**config.mk**
```make
export PLATFORM = sky130hd
export DESIGN_NAME = kbd_scan_port
export DESIGN_NICKNAME = d
export VERILOG_FILES = /design/src/rtl/kbd_scan_port.sv
export SDC_FILE = /design/constraint.sdc
export NUM_CORES = 1
export LEC_CHECK = 0
export BUFFER_PORTS_ARGS = -buffer_cell sky130_fd_sc_hd__clkbuf_2
export CORE_MARGIN = 5
export CORE_UTILIZATION = 45
export CTS_CLUSTER_DIAMETER = 60
export DETAILED_ROUTE_END_ITERATION = 10
export PLACE_DENSITY_LB_ADDON = 0.3
export SLEW_MARGIN = 20
export SYNTH_ARGS = -nofsm -noshare
export SYNTH_HDL_FRONTEND = slang
export SYNTH_SLANG_ARGS = --single-unit
```
**constraint.sdc**
```tcl
create_clock -name clk -period 3 [get_ports clk]
set_input_delay 0.15 -clock clk [delete_from_list [all_inputs] [get_ports clk]]
set_output_delay 0.15 -clock clk [all_outputs]
set_load 0.005 [all_outputs]
```
**src/rtl/kbd_scan_port.sv**
```systemverilog
module kbd_scan_port #(
  parameter int ADDR_W = 16,
  parameter int DW = 8,
  parameter logic [ADDR_W-1:0] BASE = 16'h0060
) (
  input  logic              clk,
  input  logic              rst_n,
  input  logic [DW-1:0]     kb_code,
  input  logic              kb_valid,
  output logic              kb_ready,
  output logic              irq1,
  input  logic [ADDR_W-1:0] io_addr,
  input  logic              io_wr,
  input  logic [DW-1:0]     io_wdata,
  output logic [DW-1:0]     io_rdata,
  input  logic [DW-1:0]     pc_in,
  output logic [DW-1:0]     pb_out
);
  localparam int MSB = DW - 1;
  localparam logic [ADDR_W-1:0] ADDR_B = BASE + ADDR_W'(1);
  localparam logic [ADDR_W-1:0] ADDR_K = BASE + ADDR_W'(3);

  logic [DW-1:0] code_q, pb_q, cmd_q;
  logic          full_q;

  wire       hit   = io_addr[ADDR_W-1:2] == BASE[ADDR_W-1:2];
  wire [1:0] off   = io_addr[1:0];
  wire       wr_b  = io_wr && hit && off == 2'd1;
  wire       wr_k  = io_wr && hit && off == 2'd3;
  wire       ack   = wr_b && pb_q[MSB] && !io_wdata[MSB];
  wire       take  = kb_valid && !full_q;

  always_ff @(posedge clk) begin
    if (!rst_n) begin
      code_q <= '0;
      pb_q   <= '0;
      cmd_q  <= '0;
      full_q <= 1'b0;
    end else begin
      if (take) code_q <= kb_code;
      if (take) full_q <= 1'b1;
      else if (ack) full_q <= 1'b0;
      if (wr_b) pb_q <= io_wdata;
      if (wr_k) cmd_q <= io_wdata;
    end
  end

  always_comb begin
    io_rdata = '0;
    if (hit) begin
      case (off)
        2'd0: io_rdata = code_q;
        2'd1: io_rdata = pb_q;
        2'd2: io_rdata = pc_in;
        default: io_rdata = cmd_q;
      endcase
    end
  end

  assign kb_ready = !full_q;
  assign irq1     = full_q;
  assign pb_out   = pb_q;

  a_r3_irq_from_capture: assert property (@(posedge clk) disable iff (!rst_n)
    $rose(irq1) |-> $past(kb_valid));

  a_r4_irq_drop_on_ack: assert property (@(posedge clk) disable iff (!rst_n)
    $fell(irq1) |-> ($past(io_wr) && $past(io_addr) == ADDR_B
                     && !$past(io_wdata[MSB]) && $past(pb_out[MSB])));

  a_r5_code_held: assert property (@(posedge clk) disable iff (!rst_n)
    !kb_ready |=> $stable(code_q));

  a_r6_pb_write: assert property (@(posedge clk) disable iff (!rst_n)
    (io_wr && io_addr == ADDR_B) |=> pb_out == $past(io_wdata));

  a_r8_cmd_no_effect: assert property (@(posedge clk) disable iff (!rst_n)
    (io_wr && io_addr == ADDR_K) |=> $stable(pb_out));
endmodule

```
==> metrics.md <==
| Metric | Value |
|---|---|
| Worst path bufs/invs | `1` |
| Max cap viols | `0` |
| Yosys reg bits | `25` |
| Multi-input gate area | `between 700 and 800 um^2` |
| RSZ-0062 raised after global routing | `no` |
| WL per Instance | `14.8 um` |
| Mapped Area | `between 1000 and 1500 um^2` |
| Io pins | `between 60 and 70` |
| Starting Density | `46.3%` |
| Total power | `577 uW` |
| Cell count after placement | `205` |
| Antenna-violating nets left | `0` |
| Post-synth cell types | `17` |
| Worst slew pin tran | `roughly 0.83 ns` |
| Vias | `around 1.1k` |
| Reg area | `500 um^2` |
| Initial antenna violation count | `0` |
| Yosys top cell area share | `39.6%` |
| WP data required | `approximately 2.9 ns` |
| Setup TNS | `0 ns` |
| Top post-synthesis cells by area | `dfxtp_1, mux2i_1, mux4_2` |
| Mux cell area share after synthesis | `33.2%` |
| DP HPWL | `2470 um` |
| Post-CTS resize count | `0` |
| Site Rows | `19` |
| Die H | `roughly 63 um` |
| Clk_skew | `0.00534 ns` |
| CP cell instances | `mux4_2 -> nor2b_1 -> clkbuf_2` |
| Setup crit end kind | `output port` |
| Drt drc | `0` |
| CTS tree | `done` |
| Synth Area in Simple Gates | `about a quarter` |
| Hold Path Stages | `3` |
| R2r setup slk | `about 1.5 ns` |
| Post-synthesis cell count | `roughly 120` |
| PwrDens | `roughly 360 nW/um^2` |
| Area leader, netlist | `dfxtp_1` |
| Largest family of logic cells by synthesized area | `multiplexers` |
| Largest net degree at the start of global routing | `34` |
| Vias in the first global route | `between 1k and 1.5k` |
| Die X | `~63 um` |
| Synth Area in XOR/XNOR | `0%` |
| Layout cell share with drive strength beyond 1 | `43.8%` |
| H-tree Lvls | `1` |
| Finish-stage setup viols | `0` |
| Startpoint class of the critical path | `flip-flop` |
| Final period utilization | `about half` |
| CTS Sinks | `25` |
| GR Overflow Total | `0` |
| Hold EP | `cmd_q[0]` |
| Run status | `finished, final reports clean` |
| CP Class | `reg -> out` |
| Rel. slew slack | `between 40% and 50%` |
| DR pass1 iterations | `3` |
| Clk_lat worst skew | `0.32 ns` |
| Crit path max-delay family | `multiplexers` |
| Mean Syn Cell Area | `10.6 um^2` |
| Worst Hold Class | `in -> reg` |
| Worst Reg-to-Reg Cells | `3` |
| Worst Path Arrival | `around 1.4 ns` |
| Adder and majority cell fraction of the synthesized area | `0%` |
| Vias per cell | `between 5 and 6` |
| Cts hold-fix bufs | `0` |
| Final instance area | `around 1600 um^2` |
| N_diodes | `0` |
| CP peak stage delay | `~0.45 ns` |
| Clock buffer depth | `2` |
| GPL Wtd Cong | `0.783` |
| First-pass GRT wire length | `5230 um` |
| Full die area | `approximately 4000 um^2` |
| CTS buffer count | `3` |
| Synth Area in Compound Gates | `0.396%` |
| GRT Util Overall | `~16%` |
| Crit-path slowest cell | `mux4_2` |
| Post-CTS Setup Bufs | `0` |
| Min Tclk post-route | `about 1.5 ns` |
| # nets final | `roughly 220` |
| F_max | `around 650 MHz` |
| Worst r2r src | `irq1` |
| Fillers | `between 200 and 250` |
| Seq/Total Area, Yosys | `39.6%` |
| Lkg Pwr | `0.000710 uW` |
| HP Start | `io_wdata[0]` |
| Initial DRC count | `16` |
| Yosys warns | `0` |
| Fin cells | `about 210` |
| Port bufs | `61` |
| Worst VDD drop | `between 200 and 250 uV` |
| Worst-path clk slew | `roughly 0.14 ns` |
| CORE AREA | `around 2700 um^2` |
| Hold violation total from the final report | `0` |
| Worst-path fanout max | `3` |
| Capture point of the worst reg-to-reg path | `code_q[3]` |
| Synth Net Count | `between 150 and 200` |
| CTS Root Cell | `clkbuf_4` |
| Dpl ws | `approximately 1.3 ns` |
| Final Max Tran Viols | `0` |
| Placed Instance Area | `1590 um^2` |
| Worst setup margin | `roughly 1.5 ns` |
| Final wirelength | `between 3000 and 4000 um` |
| Area growth, synth to finish | `27.6%` |
[per-stage QoR]
stage          hold slack, ns  util, %
4_1_cts                0.0637     59.0
6_report               0.0663     59.0
3_3_place_gp            0.405     58.0
3_5_place_dp            0.414     58.0
5_1_grt                0.0742     59.0
2_1_floorplan           0.302        -
[kinds of logic (layout without fill, tap and decap cells)]
family          Yosys count  in the layout
simple gates             53             53
mux                      32             32
flops                    25             25
buf+inv                   8             67
compound gates            1              1
[cells in the final DEF, fill, tap and decap left out, types with 2 or more instances in the layout]
cell,count
clkbuf_2,61
nor4_1,2
clkbuf_4,3
nor4b_2,2
dfxtp_1,25
mux2i_1,24
nand2_1,25
nor2_1,2
mux4_2,8
nor2b_1,17
[how the worst max path moves through the flow]
stage	startpoint	to	slack, ns	cells after the start
2_1_floorplan	io_addr[10]	pb_out[0]	1.72	4
3_3_place_gp	io_addr[10]	pb_out[5]	1.45	6
3_5_place_dp	io_addr[3]	pb_out[1]	1.34	6
4_1_cts	pb_out[0]	io_rdata[0]	1.46	3
5_1_grt	pb_out[1]	io_rdata[1]	1.39	3
6_report	pb_out[3]	io_rdata[3]	1.47	3
[per-layer routing]
layer	share of wire, %	global-route usage (%)	vias up	wire, um
met3	4.7	3.42	2	145
met1	39	18.1	518	1190
met4	0.87	6.63	0	27
li1	-	-	532	-
met2	56	30.1	24	1720
met5	0	0	-	0
[where the power goes]
| group | leakage [uW] | switching [uW] | internal, uW |
|---|---|---|---|
| registers | 0.000203 | 5.60 | 339 |
| logic | 0.000489 | 35.2 | 46.3 |
| clock network | 0.0000177 | 100 | 49.9 |
| total | 0.000710 | 141 | 436 |
[registers in the layout (all words and copies together) (netlist names)]
signal  cells
code_q      8
irq1        1
cmd_q       8
pb_out      8
[tightest hold or removal path, stage by stage]
cell      delay, ns
clkbuf_2       0.08
nand2_1        0.06
mux2i_1        0.06
[synth_stat cells]
library cell and n:
nor2_1 2, nand3b_1 1, inv_1 1, nor3_4 1, nor4b_2 2, dfxtp_1 25
nand2_1 25, nand3_1 1, nor2b_1 17, nor4_1 2, nand4_1 1, clkbuf_1 4
mux4_2 8, mux2i_1 24, buf_2 3, nor2_8 1, o21ai_0 1
[layout make-up]
cell class              count  share of cell area [%]
clock inverters             1                   0.310
repair buffers             62                    19.4
inverters                   1                   0.233
multi-input cells          86                    45.3
well taps                  31                    2.40
clock buffers               3                    1.40
flip-flops and latches     25                    31.0
Note: power is estimated with default switching activity, not from simulation.
